## config.mk

```make
export PLATFORM = sky130hd
export DESIGN_NAME = irq_regbank
export DESIGN_NICKNAME = d
export VERILOG_FILES = /design/src/rtl/irq_regbank_pkg.sv /design/src/rtl/irq_rb_bitmap.sv /design/src/rtl/irq_rb_prio.sv /design/src/rtl/irq_rb_sysctl.sv /design/src/rtl/irq_regbank.sv
export SDC_FILE = /design/constraint.sdc
export NUM_CORES = 1
export LEC_CHECK = 0
export CORE_AREA = 10 10 562 564
export CTS_BUF_LIST = sky130_fd_sc_hd__clkbuf_4 sky130_fd_sc_hd__clkbuf_8
export DETAILED_ROUTE_END_ITERATION = 16
export DIE_AREA = 0 0 572 574
export SLEW_MARGIN = 30
export SYNTH_ARGS = -nofsm -noshare
export SYNTH_HDL_FRONTEND = slang
export SYNTH_SLANG_ARGS = --single-unit
```

## constraint.sdc

```tcl
create_clock -name clk -period 5.2 [get_ports clk]
set_clock_uncertainty 0.2 [all_clocks]
set_input_delay 1.04 -clock clk [delete_from_list [all_inputs] [get_ports clk]]
set_output_delay 1.04 -clock clk [all_outputs]
set_load 0.01 [all_outputs]
```

## src/rtl/irq_regbank_pkg.sv

```systemverilog
package irq_regbank_pkg;
   localparam logic [11:0] OFS_TYPE   = 12'h004;
   localparam logic [11:0] OFS_CTRL   = 12'hD04;
   localparam logic [11:0] OFS_VTAB   = 12'hD08;
   localparam logic [11:0] OFS_APP    = 12'hD0C;
   localparam logic [11:0] OFS_FLT0   = 12'hD28;
   localparam logic [11:0] OFS_TRIG   = 12'hF00;
   localparam logic [15:0] APP_KEY_WR = 16'h05FA;
   localparam logic [15:0] APP_KEY_RD = 16'hFA05;
   localparam int          EXT_BASE   = 16;
   localparam int          NUM_FLT    = 3;

   function automatic logic [31:0] lane_mask(input logic [3:0] be);
      return {{8{be[3]}}, {8{be[2]}}, {8{be[1]}}, {8{be[0]}}};
   endfunction
endpackage

```

## src/rtl/irq_rb_bitmap.sv

```systemverilog
module irq_rb_bitmap #(
   parameter int          NUM_EXT  = 64,
   parameter logic [11:0] SET_OFS  = 12'h100,
   parameter logic [11:0] CLR_OFS  = 12'h180,
   parameter bit          WRITABLE = 1'b1
) (
   input  logic               wr,
   input  logic [11:0]        addr,
   input  logic [31:0]        wdata,
   input  logic [3:0]         be,
   input  logic [NUM_EXT-1:0] stat,
   output logic [NUM_EXT-1:0] set_o,
   output logic [NUM_EXT-1:0] clr_o,
   output logic [31:0]        rd_word
);
   import irq_regbank_pkg::*;
   localparam int NW = NUM_EXT / 32;

   logic [3:0]  widx;
   logic        set_hit, clr_hit;
   logic [31:0] eff;

   assign widx    = addr[5:2];
   assign set_hit = (addr[11:6] == SET_OFS[11:6]);
   assign clr_hit = (addr[11:6] == CLR_OFS[11:6]);
   assign eff     = wdata & lane_mask(be);

   always_comb begin
      rd_word = '0;
      for (int w = 0; w < NW; w++)
         if ((set_hit || clr_hit) && widx == 4'(w)) rd_word = stat[w*32 +: 32];
   end

   generate
      if (WRITABLE) begin : g_rw
         for (genvar g = 0; g < NW; g++) begin : g_word
            assign set_o[g*32 +: 32] = (wr && set_hit && widx == 4'(g)) ? eff : 32'h0;
            assign clr_o[g*32 +: 32] = (wr && clr_hit && widx == 4'(g)) ? eff : 32'h0;
         end
      end else begin : g_ro
         assign set_o = '0;
         assign clr_o = '0;
      end
   endgenerate
endmodule

```

## src/rtl/irq_rb_prio.sv

```systemverilog
module irq_rb_prio #(
   parameter int NUM_EXT = 64
) (
   input  logic                 wr,
   input  logic [11:0]          addr,
   input  logic [3:0]           be,
   input  logic [8*NUM_EXT-1:0] prio_stat,
   input  logic [95:0]          sys_prio_stat,
   output logic [3:0]           we_o,
   output logic [8:0]           exc_o,
   output logic [31:0]          rd_word
);
   import irq_regbank_pkg::*;

   logic ext_hit, sys_hit;
   int   ext_first, sys_first;

   assign ext_hit   = (addr >= 12'h400) && (addr < 12'h5F0);
   assign sys_hit   = (addr >= 12'hD18) && (addr < 12'hD24);
   assign ext_first = int'(addr[8:2]) * 4;
   assign sys_first = int'({addr[11:2], 2'b00}) - 'hD18;

   always_comb begin
      we_o    = '0;
      exc_o   = '0;
      rd_word = '0;
      if (ext_hit) begin
         exc_o = 9'(EXT_BASE + ext_first);
         for (int i = 0; i < 4; i++)
            if (ext_first + i < NUM_EXT) begin
               we_o[i] = wr && be[i];
               rd_word[i*8 +: 8] = prio_stat[(ext_first + i)*8 +: 8];
            end
      end else if (sys_hit) begin
         exc_o = 9'(sys_first + 4);
         for (int i = 0; i < 4; i++) begin
            we_o[i] = wr && be[i];
            rd_word[i*8 +: 8] = sys_prio_stat[(sys_first + i)*8 +: 8];
         end
      end
   end
endmodule

```

## src/rtl/irq_rb_sysctl.sv

```systemverilog
module irq_rb_sysctl #(
   parameter int NUM_EXT = 64
) (
   input  logic               clk,
   input  logic               rst_n,
   input  logic               wr,
   input  logic [11:0]        addr,
   input  logic [31:0]        wdata,
   input  logic [3:0]         be,
   input  logic               priv,
   input  logic               usr_pend_en,
   input  logic [8:0]         cur_exc,
   input  logic [8:0]         pend_vec,
   input  logic               ret_to_base,
   input  logic               ext_pend,
   input  logic               tick_pend,
   input  logic               soft_pend,
   input  logic               nmi_pend,
   input  logic [95:0]        flt_set,
   output logic               nmi_set_d,
   output logic               soft_set_d,
   output logic               soft_clr_d,
   output logic               tick_set_d,
   output logic               tick_clr_d,
   output logic               rst_req_d,
   output logic [NUM_EXT-1:0] trig_vec,
   output logic [2:0]         prio_group,
   output logic [31:0]        vtab_base,
   output logic [95:0]        flt_stat,
   output logic [31:0]        rd_word
);
   import irq_regbank_pkg::*;

   logic       wok, ctrl_wr, app_wr, trig_ok;
   logic [8:0] trig_idx;

   assign wok      = wr && (be == 4'hF);
   assign ctrl_wr  = wok && addr == OFS_CTRL;
   assign app_wr   = wok && addr == OFS_APP && wdata[31:16] == APP_KEY_WR;
   assign trig_idx = wdata[8:0];
   assign trig_ok  = wok && addr == OFS_TRIG && (int'(trig_idx) < NUM_EXT)
                     && (priv || usr_pend_en);

   assign nmi_set_d  = ctrl_wr && wdata[31];
   assign soft_set_d = ctrl_wr && wdata[28];
   assign soft_clr_d = ctrl_wr && !wdata[28] && wdata[27];
   assign tick_set_d = ctrl_wr && wdata[26];
   assign tick_clr_d = ctrl_wr && !wdata[26] && wdata[25];
   assign rst_req_d  = app_wr && wdata[2];

   generate
      for (genvar g = 0; g < NUM_EXT; g++) begin : g_trig
         assign trig_vec[g] = trig_ok && (trig_idx == 9'(g));
      end
      for (genvar f = 0; f < NUM_FLT; f++) begin : g_flt
         localparam logic [11:0] FOFS = OFS_FLT0 + 12'(4 * f);
         logic [31:0] clr_bits;
         assign clr_bits = (wok && addr == FOFS) ? wdata : 32'h0;
         always_ff @(posedge clk) begin
            if (!rst_n) flt_stat[f*32 +: 32] <= '0;
            else        flt_stat[f*32 +: 32] <= (flt_stat[f*32 +: 32] & ~clr_bits)
                                                | flt_set[f*32 +: 32];
         end
      end
   endgenerate

   always_ff @(posedge clk) begin
      if (!rst_n) begin
         prio_group <= '0;
         vtab_base  <= '0;
      end else begin
         if (app_wr) prio_group <= wdata[10:8];
         if (wok && addr == OFS_VTAB) vtab_base <= wdata & 32'hFFFF_FF80;
      end
   end

   always_comb begin
      rd_word = '0;
      case (addr)
         OFS_TYPE: rd_word = 32'(NUM_EXT / 32 - 1);
         OFS_CTRL: rd_word = {nmi_pend, 2'b00, soft_pend, 1'b0, tick_pend, 3'b000,
                              ext_pend, 1'b0, pend_vec, ret_to_base, 2'b00, cur_exc};
         OFS_VTAB: rd_word = vtab_base;
         OFS_APP:  rd_word = {APP_KEY_RD, 5'b0, prio_group, 8'h00};
         default: begin
            for (int f = 0; f < NUM_FLT; f++)
               if (addr == OFS_FLT0 + 12'(4 * f)) rd_word = flt_stat[f*32 +: 32];
         end
      endcase
   end
endmodule

```

## src/rtl/irq_regbank.sv

```systemverilog
module irq_regbank #(
   parameter int NUM_EXT = 64
) (
   input  logic                 clk,
   input  logic                 rst_n,
   input  logic                 bus_sel,
   input  logic                 bus_wr,
   input  logic [11:0]          bus_addr,
   input  logic [31:0]          bus_wdata,
   input  logic [3:0]           bus_be,
   input  logic                 bus_priv,
   output logic [31:0]          bus_rdata,
   output logic                 bus_rvalid,
   input  logic [NUM_EXT-1:0]   ena_stat,
   input  logic [NUM_EXT-1:0]   pend_stat,
   input  logic [NUM_EXT-1:0]   act_stat,
   input  logic [8*NUM_EXT-1:0] prio_stat,
   input  logic [95:0]          sys_prio_stat,
   input  logic [8:0]           cur_exc,
   input  logic [8:0]           pend_vec,
   input  logic                 ret_to_base,
   input  logic                 ext_pend,
   input  logic                 tick_pend,
   input  logic                 soft_pend,
   input  logic                 nmi_pend,
   input  logic                 usr_pend_en,
   input  logic [95:0]          flt_set,
   output logic [NUM_EXT-1:0]   ena_set,
   output logic [NUM_EXT-1:0]   ena_clr,
   output logic [NUM_EXT-1:0]   pend_set,
   output logic [NUM_EXT-1:0]   pend_clr,
   output logic [3:0]           prio_we,
   output logic [8:0]           prio_exc,
   output logic [31:0]          prio_wdata,
   output logic                 nmi_set,
   output logic                 soft_set,
   output logic                 soft_clr,
   output logic                 tick_set,
   output logic                 tick_clr,
   output logic                 sys_rst_req,
   output logic [2:0]           prio_group,
   output logic [31:0]          vtab_base,
   output logic [95:0]          flt_stat
);
   generate
      if (NUM_EXT % 32 != 0 || NUM_EXT < 32 || NUM_EXT > 480) begin : g_bad_cfg
         $error("irq_regbank: NUM_EXT must be a multiple of 32 in 32..480");
      end
   endgenerate

   logic               wr;
   logic [NUM_EXT-1:0] es_d, ec_d, ps_d, pc_d, dummy_s, dummy_c, trig_d;
   logic [31:0]        rd_en, rd_pd, rd_ac, rd_pr, rd_sc;
   logic [3:0]         pwe_d;
   logic [8:0]         pexc_d;
   logic               nmi_d, ss_d, sc_d, ts_d, tc_d, rr_d;

   assign wr = bus_sel && bus_wr;

   irq_rb_bitmap #(.NUM_EXT(NUM_EXT), .SET_OFS(12'h100), .CLR_OFS(12'h180), .WRITABLE(1'b1))
      u_ena (.wr(wr), .addr(bus_addr), .wdata(bus_wdata), .be(bus_be), .stat(ena_stat),
             .set_o(es_d), .clr_o(ec_d), .rd_word(rd_en));
   irq_rb_bitmap #(.NUM_EXT(NUM_EXT), .SET_OFS(12'h200), .CLR_OFS(12'h280), .WRITABLE(1'b1))
      u_pend (.wr(wr), .addr(bus_addr), .wdata(bus_wdata), .be(bus_be), .stat(pend_stat),
              .set_o(ps_d), .clr_o(pc_d), .rd_word(rd_pd));
   irq_rb_bitmap #(.NUM_EXT(NUM_EXT), .SET_OFS(12'h300), .CLR_OFS(12'h300), .WRITABLE(1'b0))
      u_act (.wr(wr), .addr(bus_addr), .wdata(bus_wdata), .be(bus_be), .stat(act_stat),
             .set_o(dummy_s), .clr_o(dummy_c), .rd_word(rd_ac));

   irq_rb_prio #(.NUM_EXT(NUM_EXT)) u_prio (
      .wr(wr), .addr(bus_addr), .be(bus_be), .prio_stat(prio_stat),
      .sys_prio_stat(sys_prio_stat), .we_o(pwe_d), .exc_o(pexc_d), .rd_word(rd_pr));

   irq_rb_sysctl #(.NUM_EXT(NUM_EXT)) u_sys (
      .clk(clk), .rst_n(rst_n), .wr(wr), .addr(bus_addr), .wdata(bus_wdata), .be(bus_be),
      .priv(bus_priv), .usr_pend_en(usr_pend_en), .cur_exc(cur_exc), .pend_vec(pend_vec),
      .ret_to_base(ret_to_base), .ext_pend(ext_pend), .tick_pend(tick_pend),
      .soft_pend(soft_pend), .nmi_pend(nmi_pend), .flt_set(flt_set),
      .nmi_set_d(nmi_d), .soft_set_d(ss_d), .soft_clr_d(sc_d), .tick_set_d(ts_d),
      .tick_clr_d(tc_d), .rst_req_d(rr_d), .trig_vec(trig_d), .prio_group(prio_group),
      .vtab_base(vtab_base), .flt_stat(flt_stat), .rd_word(rd_sc));

   always_ff @(posedge clk) begin
      if (!rst_n) begin
         ena_set <= '0;  ena_clr <= '0;  pend_set <= '0;  pend_clr <= '0;
         prio_we <= '0;  prio_exc <= '0; prio_wdata <= '0;
         nmi_set <= 1'b0; soft_set <= 1'b0; soft_clr <= 1'b0;
         tick_set <= 1'b0; tick_clr <= 1'b0; sys_rst_req <= 1'b0;
         bus_rdata <= '0; bus_rvalid <= 1'b0;
      end else begin
         ena_set     <= es_d;
         ena_clr     <= ec_d;
         pend_set    <= ps_d | trig_d;
         pend_clr    <= pc_d;
         prio_we     <= pwe_d;
         prio_exc    <= pexc_d;
         prio_wdata  <= bus_wdata;
         nmi_set     <= nmi_d;
         soft_set    <= ss_d;
         soft_clr    <= sc_d;
         tick_set    <= ts_d;
         tick_clr    <= tc_d;
         sys_rst_req <= rr_d;
         bus_rvalid  <= bus_sel && !bus_wr;
         if (bus_sel && !bus_wr) bus_rdata <= rd_en | rd_pd | rd_ac | rd_pr | rd_sc;
      end
   end
endmodule

```

==> results by group <==
Status
  – Status: complete, but fails checks
  – Failing checks: antenna rules

Detailed routing
  – Drt pass-1 iters: 6
  – DR vias: 28.6k
  – Final WL: 328 mm
  – Detail Route Antenna Nets: 1
  – Vias per cell: 3.58
  – WL/cell: 41.0 um
  – Initial DRC Count: 2166
  – DRC errors left: 0

Cells and area
  – Fillcell total: 34.5k
  – Finished Cell Area: 45000 um^2
  – Utilization after layout: 14.8%
  – Final #Nets: 4825
  – Post-Layout Cell Count: 7988
  – Share of cells above drive strength 1: 13.8%
  – Area Overhead vs Synth: 97.5%

STA
  – Slew Limit Headroom: 27.3%
  – Slew @ Worst Pin: 1.08 ns
  – RSZ-0062 raised after global routing: false
  – Slew Viols, Final: 0
  – Final Setup Violations: 0
  – Final period util: 79.1%
  – Final hold violations: 0
  – Final setup margin: 1.09 ns
  – Final Critical Period: 4.11 ns
  – Fmax achieved: 243 MHz

Place
  – Port Buffer Count: 1434
  – Placed cell areas: 42800 um^2
  – Placed cell count: 7751
  – Final Wtd Congestion: 0.934
  – HPWL after DPL: 292 mm
  – Pre-CTS WS: 0.0453 ns

Die
  – Chip height: 574 um
  – Initial Util: 7.48%
  – Ports: 1444
  – Core ar.: 305000 um^2
  – Die width: 572 um
  – Die ar.: 328000 um^2
  – Rows: 203

Synth
  – Most frequent cells after synthesis: 462 x dfxtp_1, 245 x nor2_1, 187 x nand2_1, 162 x clkbuf_1, 128 x mux4_2
  – Syn Inst Count: 2363
  – Distinct cell type count after synthesis: 81
  – Synth Flop Type: dfxtp_1
  – Count leader, synth: dfxtp_1
  – Sequential fraction of the synthesis area: 40.6%
  – Post-synth ARST share: 0%
  – Top cells by area, synth: dfxtp_1 41%, mux4_2 13%, a21boi_0 4.1%
  – Synthesized area per cell: 9.64 um^2
  – Post-synthesis cell area: 22800 um^2
  – Synth Warn #: 0
  – EDFF count, synth: 0
  – Share of the synthesized area in the top cell type: 40.6%
  – Synth Register Bits: 462
  – Cell taking the most area after synthesis: dfxtp_1

Hold path
  – Worst min-delay path class: flop to flop

Setup path
  – CP max FO: 12
  – CP most frequent cell: buf_4
  – CP arrival: 4.62 ns
  – Critical Path RT: 5.70 ns
  – Largest stage delay, worst path: 0.72 ns
  – CP startpoint kind: input pin
  – Critical path's slowest cell: clkdlybuf4s50_1
  – Setup CP Type: input pin to flop
  – CP Cell Sequence: clkdlybuf4s50_1 > inv_1 > buf_4 > ha_1 > a21o_1 > o221ai_1 > nor3_2 > buf_4 > a2111oi_2 > buf_4 > a31oi_1
  – CP endpoint kind: flop

Pwr
  – Pwr Total: 10.3 mW
  – Sequential share of power: 36.2%
  – Pwr dens: 229 nW/um^2
  – Net Sw Power: 3.25 mW
  – Comb pwr share: 23.4%
  – Clock power share: 40.4%
  – Switching part of the total: 31.5%
  – Max rail drop VDD: 0.000166 V
  – P_leak: 14.9 nW
  – Pint: 7.06 mW

Clock tree
  – CTS Sinks: 462
  – Clock Path Buffers: 3
  – TritonCTS clock tree: yes
  – Post-CTS setup buffers: 0
  – Clock Latency Late Sink: 0.83 ns
  – TritonCTS Buffers: 85
  – CTS clk-pin slew, worst paths: 0.06 ns
  – CTS Hold Bufs: 0
  – CTS resizes: 0
  – CTS root buffer: clkbuf_8
  – H-Tree Depth: 3

Global routing
  – Initial antenna violation count: 316
  – GRT overflow: 0
  – Largest net degree at the start of global routing: 100
  – Via count of the first global-routing pass: 28.4k
  – GRT Overall Usage: 18.9%
  – Global-route wire length before repair: 390 mm

Job
  – Max-cap violations: 0
cell families (layout without fill, tap and decap cells):
family / after synthesis / after routing / share of synthesized area (%)
DFF: 462 / 462 / 40.6
other: 1 / 96 / 0.0165
and+or+nand+nor: 744 / 744 / 16.1
xor gates and xnor gates: 3 / 3 / 0.115
buffers and inverters: 262 / 1795 / 4.85
AOI/OAI and AO/OA: 704 / 704 / 23.0
adders and majority gates: 11 / 11 / 0.604
muxes: 176 / 176 / 14.8
through the flow:
step,hold slack [ns],TNS (ns)
2_1_floorplan,0.287,0
3_3_place_gp,0.277,-0.0520
3_5_place_dp,0.295,0
4_1_cts,0.304,0
5_1_grt,0.332,0
6_report,0.295,0
worst max-delay path: cells and delay by family:
family	cells	cell delay (ns)
buffers and inverters	5	1.64
AO/OA/AOI/OAI	4	1.57
adder cells (fa/ha/maj)	1	0.24
AND/OR/NAND/NOR	1	0.10
power groups by stage:
stage / clock network, mW / logic [mW] / registers (mW)
2_1_floorplan: 0 / 0.608 / 3.78
3_3_place_gp: 0 / 2.47 / 3.81
4_1_cts: 4.29 / 2.49 / 3.73
6_report: 4.17 / 2.42 / 3.73
3_5_place_dp: 0 / 2.48 / 3.81
5_1_grt: 4.38 / 2.53 / 3.73
per-layer routing:
| metal | vias up | GRT usage, % | routed length [um] |
|---|---|---|---|
| met5 | - | 0 | 732 |
| met4 | 114 | 8.28 | 17800 |
| met3 | 768 | 6.51 | 28900 |
| met2 | 2027 | 36.3 | 174000 |
| met1 | 13800 | 17.9 | 106000 |
| li1 | 11900 | - | - |
layout make-up:
cell class / count / area, um^2 / share of cell area, %
flip-flops and latches: 462 / 9250 / 20.6
well taps: 3997 / 5000 / 11.1
multi-input cells: 1647 / 12700 / 28.2
inverters: 29 / 109 / 0.242
clock buffers: 115 / 1460 / 3.25
repair buffers: 1616 / 15800 / 35.1
diodes: 87 / 218 / 0.484
clock inverters: 35 / 465 / 1.03
state kept, by name, indices dropped and copies added, names as in the netlist, 3 cells and up:
signal,cells
bus_rdata,32
ena_clr,64
ena_set,64
pend_clr,64
pend_set,64
prio_exc,7
prio_wdata,32
prio_we,4
u_sys.flt_stat,96
u_sys.prio_group,3
u_sys.vtab_base,25
final timing paths:
path / startpoint / endpoint / slack, ns / cells past startpoint
setup / recovery: bus_addr[5] / bus_rdata[5] / 1.09 / 11
hold / removal: u_sys.vtab_base[10] / u_sys.vtab_base[10] / 0.29 / 2
setup reg to reg: u_sys.flt_stat[50] / bus_rdata[18] / 2.83 / 5
hold reg to reg: u_sys.vtab_base[10] / u_sys.vtab_base[10] / 0.29 / 2
cells in the final DEF, fill, tap and decap left out, drive strengths merged, types with 91 or more instances in the layout:
cell / synthesis / final
nor2: 246 / 246
o21ai: 91 / 91
o21a: 96 / 96
mux4: 128 / 128
a21boi: 126 / 126
dfxtp: 462 / 462
clkbuf: 163 / 115
nand2: 187 / 187
clkdlybuf4s50: 0 / 1427
buf: 70 / 189
Note: power is estimated with default switching activity, not from simulation.
